<file path="config.mk">
export PLATFORM = sky130hd
export DESIGN_NAME = spi_seq_engine
export DESIGN_NICKNAME = d
export VERILOG_FILES = /design/src/rtl/spi_seq_pkg.sv /design/src/rtl/spi_seq_tick.sv /design/src/rtl/spi_seq_shift.sv /design/src/rtl/spi_seq_ctrl.sv /design/src/rtl/spi_seq_engine.sv
export SDC_FILE = /design/constraint.sdc
export NUM_CORES = 1
export LEC_CHECK = 0
export ABC_AREA = 1
export BUFFER_PORTS_ARGS = -buffer_cell sky130_fd_sc_hd__buf_4
export CORE_MARGIN = 5
export CORE_UTILIZATION = 35
export DETAILED_ROUTE_END_ITERATION = 8
export SYNTH_ARGS = -nofsm -noshare
export SYNTH_HDL_FRONTEND = slang
export SYNTH_SLANG_ARGS = --single-unit
</file>
<file path="constraint.sdc">
create_clock -name clk -period 4.6 [get_ports clk]
set_input_delay 0.46 -clock clk [delete_from_list [all_inputs] [get_ports clk]]
set_output_delay 0.46 -clock clk [all_outputs]
set_load 0.01 [all_outputs]
</file>
<file path="src/rtl/spi_seq_pkg.sv">
package spi_seq_pkg;

  localparam int REG_W  = 64;
  localparam int OP_W   = 8;
  localparam int SLOTS  = REG_W / OP_W;

  // host register indices
  localparam logic [3:0] IDX_CLK  = 4'h3;
  localparam logic [3:0] IDX_TXD  = 4'h5;
  localparam logic [3:0] IDX_RXD  = 4'h6;
  localparam logic [3:0] IDX_PROG = 4'h7;
  localparam logic [3:0] IDX_STAT = 4'h8;

  // status bit positions
  localparam int ST_RX_FULL = 63;
  localparam int ST_RX_OVR  = 62;
  localparam int ST_RX_UND  = 61;
  localparam int ST_TX_FULL = 59;
  localparam int ST_TX_OVR  = 58;
  localparam int ST_TX_UND  = 57;

  // two-step engine reset bits in the clock register
  localparam int RST_A0 = 36;
  localparam int RST_A1 = 38;
  localparam int RST_B0 = 37;
  localparam int RST_B1 = 39;

  // opcode classes (upper nibble)
  localparam logic [3:0] OPC_STOP = 4'h0;
  localparam logic [3:0] OPC_SEL  = 4'h1;
  localparam logic [3:0] OPC_OUT  = 4'h3;
  localparam logic [3:0] OPC_IN   = 4'h4;

  typedef enum logic [1:0] {
    SQ_IDLE,
    SQ_FETCH,
    SQ_WAIT_TX,
    SQ_SHIFT
  } sq_state_t;

  function automatic logic [7:0] state_code(input sq_state_t s);
    case (s)
      SQ_IDLE:    return 8'h01;
      SQ_FETCH:   return 8'h02;
      SQ_WAIT_TX: return 8'h04;
      default:    return 8'h08;
    endcase
  endfunction

endpackage

</file>
<file path="src/rtl/spi_seq_tick.sv">
module spi_seq_tick #(
  parameter int DIV_W = 12
) (
  input  logic             clk,
  input  logic             rst,
  input  logic             en,
  input  logic [DIV_W-1:0] div,
  output logic             tick
);

  logic [DIV_W-1:0] cnt;

  always_ff @(posedge clk) begin
    if (rst || !en) begin
      cnt  <= '0;
      tick <= 1'b0;
    end else if (cnt == div) begin
      cnt  <= '0;
      tick <= 1'b1;
    end else begin
      cnt  <= cnt + 1'b1;
      tick <= 1'b0;
    end
  end

endmodule

</file>
<file path="src/rtl/spi_seq_shift.sv">
module spi_seq_shift #(
  parameter int DW    = 64,
  parameter int DIV_W = 12,
  localparam int CW   = $clog2(DW + 1)
) (
  input  logic             clk,
  input  logic             rst,
  input  logic             start,
  input  logic [CW-1:0]    nbits,
  input  logic [DW-1:0]    txd,
  input  logic [DIV_W-1:0] div,
  input  logic             miso,
  output logic             sck,
  output logic             mosi,
  output logic             busy,
  output logic             done,
  output logic [DW-1:0]    rxd
);

  logic          tick;
  logic [DW-1:0] sr;
  logic [CW-1:0] left;

  spi_seq_tick #(.DIV_W(DIV_W)) tick_i (
    .clk  (clk),
    .rst  (rst),
    .en   (busy),
    .div  (div),
    .tick (tick)
  );

  assign mosi = sr[DW-1];

  always_ff @(posedge clk) begin
    if (rst) begin
      sr   <= '0;
      left <= '0;
      busy <= 1'b0;
      done <= 1'b0;
      sck  <= 1'b0;
      rxd  <= '0;
    end else begin
      done <= 1'b0;
      if (start && !busy) begin
        sr   <= txd;
        left <= nbits;
        rxd  <= '0;
        busy <= 1'b1;
        sck  <= 1'b0;
      end else if (busy && tick) begin
        if (!sck) begin
          sck <= 1'b1;
          rxd <= {rxd[DW-2:0], miso};
        end else begin
          sck  <= 1'b0;
          sr   <= sr << 1;
          left <= left - 1'b1;
          if (left == CW'(1)) begin
            busy <= 1'b0;
            done <= 1'b1;
          end
        end
      end
    end
  end


  sck_idle_chk: assert property (@(posedge clk) disable iff (rst)
    !busy |-> !sck);


  sck_pace_chk: assert property (@(posedge clk) disable iff (rst)
    (sck != $past(sck)) |-> $past(tick));

endmodule

</file>
<file path="src/rtl/spi_seq_ctrl.sv">
module spi_seq_ctrl
  import spi_seq_pkg::*;
#(
  parameter int NUM_CS = 4,
  localparam int SW    = $clog2(SLOTS + 1),
  localparam int CW    = $clog2(REG_W + 1)
) (
  input  logic              clk,
  input  logic              rst,
  input  logic              go,
  input  logic [REG_W-1:0]  prog,
  input  logic              tx_full,
  input  logic              sh_done,
  output logic              sh_start,
  output logic [CW-1:0]     sh_nbits,
  output logic              sh_use_tx,
  output logic              tx_taken,
  output logic              rx_taken,
  output logic              tx_under,
  output logic [NUM_CS-1:0] cs_n,
  output logic [7:0]        st_code
);

  localparam logic [3:0] NCS4 = 4'(NUM_CS);

  sq_state_t         st;
  logic [REG_W-1:0]  prog_sr;
  logic [SW-1:0]     slot;
  logic              seen_out;

  logic [3:0]    op_cls, op_arg, op_len;
  logic          tx_avail;

  assign op_cls   = prog_sr[REG_W-1 -: 4];
  assign op_arg   = prog_sr[REG_W-5 -: 4];
  assign op_len   = (op_arg > 4'd8) ? 4'd8 : op_arg;
  assign tx_avail = tx_full && !tx_taken;
  assign st_code  = state_code(st);

  always_ff @(posedge clk) begin
    if (rst) begin
      st        <= SQ_IDLE;
      prog_sr   <= '0;
      slot      <= '0;
      seen_out  <= 1'b0;
      sh_start  <= 1'b0;
      sh_nbits  <= '0;
      sh_use_tx <= 1'b0;
      tx_taken  <= 1'b0;
      rx_taken  <= 1'b0;
      tx_under  <= 1'b0;
      cs_n      <= '1;
    end else begin
      sh_start <= 1'b0;
      tx_taken <= 1'b0;
      rx_taken <= 1'b0;
      tx_under <= 1'b0;
      case (st)
        SQ_IDLE: begin
          if (go) begin
            prog_sr  <= prog;
            slot     <= '0;
            seen_out <= 1'b0;
            st       <= SQ_FETCH;
          end
        end
        SQ_FETCH: begin
          if (slot == SW'(SLOTS)) begin
            st <= SQ_IDLE;
          end else begin
            st      <= SQ_FETCH;
            prog_sr <= prog_sr << OP_W;
            slot    <= slot + 1'b1;
            case (op_cls)
              OPC_STOP: begin
                tx_under <= tx_avail;
                st       <= SQ_IDLE;
              end
              OPC_SEL: begin
                if (op_arg != 4'd0 && op_arg <= NCS4) begin
                  cs_n <= ~(NUM_CS'(1) << (op_arg - 4'd1));
                end else begin
                  cs_n     <= '1;
                  tx_under <= tx_avail;
                end
              end
              OPC_OUT: begin
                if (op_len != 4'd0) begin
                  seen_out  <= 1'b1;
                  sh_nbits  <= {op_len, 3'b000};
                  sh_use_tx <= 1'b1;
                  prog_sr   <= prog_sr;
                  slot      <= slot;
                  st        <= SQ_WAIT_TX;
                end
              end
              OPC_IN: begin
                if (op_len != 4'd0 && seen_out) begin
                  sh_nbits  <= {op_len, 3'b000};
                  sh_use_tx <= 1'b0;
                  sh_start  <= 1'b1;
                  prog_sr   <= prog_sr;
                  slot      <= slot;
                  st        <= SQ_SHIFT;
                end
              end
              default: ;
            endcase
          end
        end
        SQ_WAIT_TX: begin
          if (tx_avail) begin
            sh_start <= 1'b1;
            st       <= SQ_SHIFT;
          end
        end
        default: begin
          if (sh_done) begin
            tx_taken <= sh_use_tx;
            rx_taken <= !sh_use_tx;
            prog_sr  <= prog_sr << OP_W;
            slot     <= slot + 1'b1;
            st       <= SQ_FETCH;
          end
        end
      endcase
    end
  end


  out_waits_tx_chk: assert property (@(posedge clk) disable iff (rst)
    (sh_start && sh_use_tx) |-> $past(tx_full));


  cs_onehot_chk: assert property (@(posedge clk) disable iff (rst)
    $onehot0(~cs_n));


  in_after_out_chk: assert property (@(posedge clk) disable iff (rst)
    (sh_start && !sh_use_tx) |-> seen_out);

endmodule

</file>
<file path="src/rtl/spi_seq_engine.sv">
module spi_seq_engine
  import spi_seq_pkg::*;
#(
  parameter int NUM_CS = 4,
  parameter int DIV_W  = 12,
  localparam int CW    = $clog2(REG_W + 1)
) (
  input  logic              clk,
  input  logic              rst,
  input  logic              reg_wr,
  input  logic              reg_rd,
  input  logic [3:0]        reg_idx,
  input  logic [REG_W-1:0]  reg_wdata,
  output logic [REG_W-1:0]  reg_rdata,
  output logic              sck,
  output logic              mosi,
  input  logic              miso,
  output logic [NUM_CS-1:0] cs_n
);

  logic             srst, soft_rst, armed;
  logic [DIV_W-1:0] div;
  logic [REG_W-1:0] tx_data, rx_data, sh_rxd, stat_word;
  logic             tx_full, tx_ovr, tx_und, rx_full, rx_ovr, rx_und;
  logic             sh_start, sh_use_tx, sh_busy, sh_done;
  logic [CW-1:0]    sh_nbits;
  logic             tx_taken, rx_taken, tx_under;
  logic [7:0]       st_code;
  logic             wr_clk, wr_tx, wr_prog, wr_stat, rd_rx;
  logic             pat_a, pat_b;

  assign srst    = rst || soft_rst;
  assign wr_clk  = reg_wr && (reg_idx == IDX_CLK);
  assign wr_tx   = reg_wr && (reg_idx == IDX_TXD);
  assign wr_prog = reg_wr && (reg_idx == IDX_PROG);
  assign wr_stat = reg_wr && (reg_idx == IDX_STAT);
  assign rd_rx   = reg_rd && (reg_idx == IDX_RXD);
  assign pat_a   = reg_wdata[RST_A0] && reg_wdata[RST_A1] && !reg_wdata[RST_B0] && !reg_wdata[RST_B1];
  assign pat_b   = reg_wdata[RST_B0] && reg_wdata[RST_B1] && !reg_wdata[RST_A0] && !reg_wdata[RST_A1];

  assign stat_word = {rx_full, rx_ovr, rx_und, 1'b0, tx_full, tx_ovr, tx_und, 1'b0,
                      st_code, {(REG_W-16){1'b0}}};

  spi_seq_ctrl #(.NUM_CS(NUM_CS)) ctrl_i (
    .clk       (clk),
    .rst       (srst),
    .go        (wr_prog),
    .prog      (reg_wdata),
    .tx_full   (tx_full),
    .sh_done   (sh_done),
    .sh_start  (sh_start),
    .sh_nbits  (sh_nbits),
    .sh_use_tx (sh_use_tx),
    .tx_taken  (tx_taken),
    .rx_taken  (rx_taken),
    .tx_under  (tx_under),
    .cs_n      (cs_n),
    .st_code   (st_code)
  );

  spi_seq_shift #(.DW(REG_W), .DIV_W(DIV_W)) shift_i (
    .clk   (clk),
    .rst   (srst),
    .start (sh_start),
    .nbits (sh_nbits),
    .txd   (sh_use_tx ? tx_data : '0),
    .div   (div),
    .miso  (miso),
    .sck   (sck),
    .mosi  (mosi),
    .busy  (sh_busy),
    .done  (sh_done),
    .rxd   (sh_rxd)
  );

  // clock register and two-step engine reset
  always_ff @(posedge clk) begin
    if (rst) begin
      div      <= '0;
      armed    <= 1'b0;
      soft_rst <= 1'b0;
    end else begin
      soft_rst <= 1'b0;
      if (wr_clk) begin
        div <= reg_wdata[REG_W-1 -: DIV_W];
        if (pat_a) begin
          armed <= 1'b1;
        end else begin
          armed <= 1'b0;
          if (armed && pat_b) soft_rst <= 1'b1;
        end
      end
    end
  end

  // data holding registers and flags
  always_ff @(posedge clk) begin
    if (srst) begin
      tx_data <= '0;
      rx_data <= '0;
      tx_full <= 1'b0;
      tx_ovr  <= 1'b0;
      tx_und  <= 1'b0;
      rx_full <= 1'b0;
      rx_ovr  <= 1'b0;
      rx_und  <= 1'b0;
    end else begin
      if (wr_tx && !tx_full) begin
        tx_data <= reg_wdata;
        tx_full <= 1'b1;
      end else if (tx_taken) begin
        tx_full <= 1'b0;
      end
      if (wr_tx && tx_full) tx_ovr <= 1'b1;
      if (tx_under) tx_und <= 1'b1;
      if (rx_taken) begin
        rx_data <= sh_rxd;
        rx_full <= 1'b1;
        if (rx_full) rx_ovr <= 1'b1;
      end else if (rd_rx) begin
        if (!rx_full) rx_und <= 1'b1;
        rx_full <= 1'b0;
      end
      if (wr_stat) begin
        rx_full <= rx_full && reg_wdata[ST_RX_FULL];
        rx_ovr  <= rx_ovr  && reg_wdata[ST_RX_OVR];
        rx_und  <= rx_und  && reg_wdata[ST_RX_UND];
        tx_full <= tx_full && reg_wdata[ST_TX_FULL];
        tx_ovr  <= tx_ovr  && reg_wdata[ST_TX_OVR];
        tx_und  <= tx_und  && reg_wdata[ST_TX_UND];
      end
    end
  end

  // registered read port
  always_ff @(posedge clk) begin
    if (rst) begin
      reg_rdata <= '0;
    end else if (reg_rd) begin
      case (reg_idx)
        IDX_CLK:  reg_rdata <= {div, {(REG_W-DIV_W){1'b0}}};
        IDX_TXD:  reg_rdata <= tx_data;
        IDX_RXD:  reg_rdata <= rx_data;
        IDX_STAT: reg_rdata <= stat_word;
        default:  reg_rdata <= '0;
      endcase
    end
  end


  tx_drop_chk: assert property (@(posedge clk) disable iff (srst)
    (wr_tx && tx_full) |=> $stable(tx_data));


  rx_full_set_chk: assert property (@(posedge clk) disable iff (srst)
    (rx_taken && !wr_stat) |=> rx_full);


  idle_quiet_chk: assert property (@(posedge clk) disable iff (srst)
    (st_code == 8'h01) |-> (!sck && !sh_busy));

endmodule

</file>
# == Yosys cells after proc, flatten, opt, wreduce, memory -nomap -nowiden ==
# Cells that the tools add are included.
# totals
reg_bits,450
latchBits,0
mem_bits_rw,0
rom_bits,0
inputBits,73
mem_count,0
# op_classes
addsub,4
multipliers,0
div,0
magnitude_cmp,2
eq_ne,24
n_shift,1
muxes,76
bitwise_logic,8
n_reduce_logical,69
# op_table
op,n
64-bit 2-to-1 mux,9
64-bit one-hot mux with 4 select lines,1
64-bit one-hot mux with 3 select lines,1
64-bit one-hot mux with 2 select lines,1
1-bit 2-to-1 mux,36
7-bit 2-to-1 mux,5
4-bit 2-to-1 mux,7
1-bit logical AND,25
4-bit one-hot mux with 3 select lines,2
2-bit nonzero test,10
4-bit by 3-bit equality test with 1-bit output (second input constant),4
7-bit one-hot mux with 2 select lines,1
12-bit by 1-bit adder with 12-bit output (second input constant),1
12-bit equality test,1
2-bit 2-to-1 mux,6
2-bit by 1-bit inequality test with 1-bit output (second input constant),6
2-bit one-hot mux with 3 select lines,2
3-bit AND reduction,4
4-bit nonzero test,3
5-bit AND reduction,2
3-bit nonzero test,3
4-bit by 2-bit equality test with 1-bit output (second input constant),2
4-bit equality test (second input constant),2
1-bit zero test,8
25 further kinds,42

# == Depth between registers and ports, before layout ==
# logic_depth
word_depth,8
mapped_depth,13

# == Hierarchy ==
# Synthesis repeated with hierarchy kept, for this count alone.
# unflattened
cells_unflattened,2882
area_unflattened_um2,19874.1
# by_module_without_submodules
module,n_inst,cells_each,area_per_inst_um2
spi_seq_engine,1,1333,8949.8
spi_seq_shift,1,789,5686.7
spi_seq_ctrl,1,632,4430.5
spi_seq_tick,1,128,807.0

# == Least setup slack after synthesis ==
# Ideal clock, no wire load.
# synth_timing
kind,reg-to-reg
start,reg ctrl_i.st[0]
end,reg ctrl_i.slot[1]
arrival_time_ns,1.626
setup_slack_ns,2.846
path_stages_with_launch,13
path_buffers,3
period_less_slack_ns,1.754
path_cell_list,dfxtp_1 > inv_1 > ha_1 > buf_2 > nor2_1 > a21oi_1 > inv_1 > nor2_4 > buf_4 > buf_4 > nand3_1 > nand2_1 > nor2_1
# synth_between
elab_chain_cells,3
word_cells_on_any_way,11
classes_between,eq/ne: 6; mux: 1; bitwise: 1; reduce/logical: 3
# synth_rtl
item,line_no,text
from (decl),spi_seq_ctrl.sv:26,sq_state_t st;
from (signal assigned),spi_seq_ctrl.sv:42,st <= SQ_IDLE;
from (signal assigned),spi_seq_ctrl.sv:64,st <= SQ_FETCH;
from (signal assigned),spi_seq_ctrl.sv:69,st <= SQ_IDLE;
"2-bit by 1-bit equality test with 1-bit output, or another cell as far along",spi_seq_ctrl.sv:58,case (st)
"3-bit inequality test (no line), or another cell as far along",--,
6-bit AND reduction (no line),--,
to (signal assigned),spi_seq_ctrl.sv:73,slot <= slot + 1'b1;
to (signal assigned),spi_seq_ctrl.sv:93,slot <= slot;
to (signal assigned),spi_seq_ctrl.sv:103,slot <= slot;
to (decl),spi_seq_ctrl.sv:28,logic [SW-1:0] slot;
# Parallel ways exist; a longest one is shown, timed or not.
# A chain may end at the register's enable or synchronous reset.

# == Worst setup path in the final report ==
# layout_timing
start,reg ctrl_i.st[0]
end,reg ctrl_i.prog_sr[46]
# layout_between
elab_chain_cells,3
word_cells_on_any_way,11
classes_between,eq/ne: 6; mux: 1; bitwise: 1; reduce/logical: 3
# layout_rtl
item,line_no,text
"2-bit by 1-bit equality test with 1-bit output, or another cell as far along",spi_seq_ctrl.sv:58,
"3-bit inequality test (no line), or another cell as far along",--,
6-bit AND reduction (no line),--,
to (signal assigned),spi_seq_ctrl.sv:61,prog_sr <= prog;
to (signal assigned),spi_seq_ctrl.sv:72,prog_sr <= prog_sr << OP_W;
to (signal assigned),spi_seq_ctrl.sv:92,prog_sr <= prog_sr;
to (decl),spi_seq_ctrl.sv:27,logic [REG_W-1:0] prog_sr;
# Parallel ways exist; a longest one is shown, timed or not.

==> flow_metrics.env <==
export IMPL_status="complete, no violations"
export IMPL_synth_seq_cells=447
export IMPL_ctsHoldBuffers=0
export IMPL_end_kind="flop"
export IMPL_drt_pass1_iterations=6
export IMPL_synth_edf_count=0
export IMPL_grt_pass1_vias=15700
export IMPL_syn_inst=2456
export IMPL_antenna_found_initial=0
export IMPL_final_util=0.410
export IMPL_drive_above_1_share=0.107
export IMPL_final_cell_mix="579 x nand2_1, 447 x dfxtp_1, 317 x a21oi_1, 257 x nor2_1, 170 x inv_1"
export IMPL_max_vdd_ir_drop_uv=234
export IMPL_layout_commonest_cell="nand2_1"
export IMPL_setup_tns_final_ns=0
export IMPL_power_uw=8970
export IMPL_period_share=0.631
export IMPL_drv_cap=0
export IMPL_dp_cells=3144
export IMPL_start_util=0.352
export IMPL_async_flop_share=0
export IMPL_p_leak_uw=0.00830
export IMPL_dpl_cell_area_sq_mm=0.0198
export IMPL_crit_path_max_fanout=56
export IMPL_clk_pin_slew_ns=0.06
export IMPL_drtAntennaViolNets=0
export IMPL_synthDistinctLibCells=35
export IMPL_insertion_delay_ns=0.58
export IMPL_cp_arrival_ns=3.39
export IMPL_hpwl_mm=36.3
export IMPL_start_kind="flop"
export IMPL_nets=2591
export IMPL_cts_max_path_buffers=3
export IMPL_cts_tree="built"
export IMPL_relSlewSlack=0.299
export IMPL_ys_warnings_count=0
export IMPL_period_needed_ns=2.90
export IMPL_final_hold_viol_count=0
export IMPL_maxSlewViolCount=0
export IMPL_syn_nets=2541
export IMPL_stdcell_count=3230
export IMPL_grt_usage=0.183
export IMPL_yosysSeqAreaShare=0.486
export IMPL_ios=143
export IMPL_path_class="flop to flop"
export IMPL_synth_ff_type="dfxtp_1"
export IMPL_synth_cell_area_sq_mm=0.0184
export IMPL_tightest_slew_ns=1.05
export IMPL_finalSetupViolCount=0
export IMPL_grt_max_degree=87
export IMPL_clock_skew_final_ns=0.0297
export IMPL_grt_pass1_wl_mm=85.5
export IMPL_die_w_um=239
export IMPL_grt_setup_unrepaired="no"
export IMPL_drc_errors=0
export IMPL_synth_avg_cell_area_sq_um=7.49
export IMPL_viasPerCell=5.10
export IMPL_cts_htree_levels=2
export IMPL_cts_setup_buffers=0
export IMPL_crit_required_ns=5.09
export IMPL_port_buffers=142
export IMPL_root_buffer="clkbuf_16"
export IMPL_cts_sinks=447
export IMPL_cts_buffers=48
export IMPL_die_y_um=239
export IMPL_num_vias=16500
export IMPL_core_area_sq_mm=0.0523
export IMPL_gp_congestion=0.860
export IMPL_wl_per_cell_um=16.7
export IMPL_drt_iter0_markers=1223
export IMPL_ctsResizeCount=0
export IMPL_num_rows=84
export IMPL_syn2layout_area_growth_pct=16.8
export IMPL_grt_ovfl_total=0
export IMPL_finalWirelength_mm=54.0
export IMPL_hp_class="input pin to flop"
export IMPL_powerDensity_mw_per_mm2=418
export IMPL_fin_area_sq_mm=0.0215
export IMPL_n_antenna_cell=0
export IMPL_fmax_ghz=0.344
export IMPL_die_area_sq_mm=0.0573
through the flow:
| step | hold WS (ns) | worst slack [ns] |
|---|---|---|
| 2_1_floorplan | 0.425 | 2.85 |
| 6_report | 0.144 | 1.70 |
| 3_5_place_dp | 0.447 | 1.52 |
| 4_1_cts | 0.109 | 1.66 |
| 5_1_grt | 0.106 | 1.41 |
| 3_3_place_gp | 0.434 | 1.57 |
worst max-delay path: stages (launching register included):
cell	delay, ns
dfxtp_1	0.33
inv_1	0.19
ha_4	0.54
nor2_1	0.12
a21oi_1	0.18
inv_1	0.09
nor2_4	0.12
nand2_2	0.20
inv_2	0.80
nor2_1	0.09
nor2_1	0.12
cell type report:
cell class / instances / area [sq um]
timing repair buffer: 168 / 1260
clock inverter: 12 / 189
tap: 688 / 861
sequential: 447 / 8950
fill: 5289 / 30900
multi-input combinational: 1662 / 8010
clock buffer: 74 / 1540
inverter: 179 / 676
synthesized netlist by cell type, types with 9 or more instances:
master / instances / share of area
nand2_1: 580 / 0.12
dfxtp_1: 447 / 0.49
a21oi_1: 317 / 0.086
nor2_1: 259 / 0.053
inv_1: 172 / 0.035
o21ai_0: 121 / 0.033
clkbuf_1: 109 / 0.022
nand3_1: 101 / 0.027
mux2i_1: 56 / 0.030
o22ai_1: 49 / 0.017
a31oi_1: 35 / 0.012
nor4_1: 32 / 0.011
o21ai_1: 30 / 0.0082
buf_1: 18 / 0.0037
buf_2: 16 / 0.0044
buf_6: 16 / 0.0098
xor2_1: 16 / 0.0076
ha_1: 12 / 0.0082
buf_4: 9 / 0.0037
nand4_1: 9 / 0.0031
nor3_1: 9 / 0.0024
logic make-up (layout without fill, tap and decap cells):
family,after synthesis,in the layout,synth area share
compound gates,563,563,0.160
xor+xnor,24,24,0.0114
fa+ha+maj,12,12,0.00816
buf+inv,347,433,0.0802
flops,447,447,0.486
mux,56,56,0.0305
simple gates,1007,1007,0.223
registers in the layout, summed over array words and instances (netlist names), 2 cells and up:
register,flops
ctrl_i.sh_nbits,4
ctrl_i.cs_n,4
shift_i.rxd,64
div,12
rx_data,64
shift_i.tick_i.cnt,12
reg_rdata,64
tx_data,64
ctrl_i.slot,4
ctrl_i.prog_sr,64
ctrl_i.st,2
shift_i.sr,64
shift_i.left,7
worst paths after layout:
kind,start,end,slack [ns],cells past startpoint
worst max-delay path,ctrl_i.st[0],ctrl_i.prog_sr[46],1.70,10
worst min-delay path,reg_wdata[38],soft_rst,0.14,2
worst max register to register,ctrl_i.st[0],ctrl_i.prog_sr[46],1.70,10
worst min register to register,shift_i.rxd[63],rx_data[63],0.44,2
per-layer routing:
layer,part of all wire,wire (um),track usage,vias to the layer above
met5,0,0,0,-
met4,0.033,1770,0.0605,0
met3,0.054,2920,0.0314,112
met2,0.47,25100,0.306,473
met1,0.45,24200,0.241,7742
li1,-,-,-,8148
power by group:
group	switching, uW	internal [uW]
registers	73.6	3980
logic	502	260
clock network	1590	2570
total	2160	6810
Note: power is estimated with default switching activity, not from simulation.
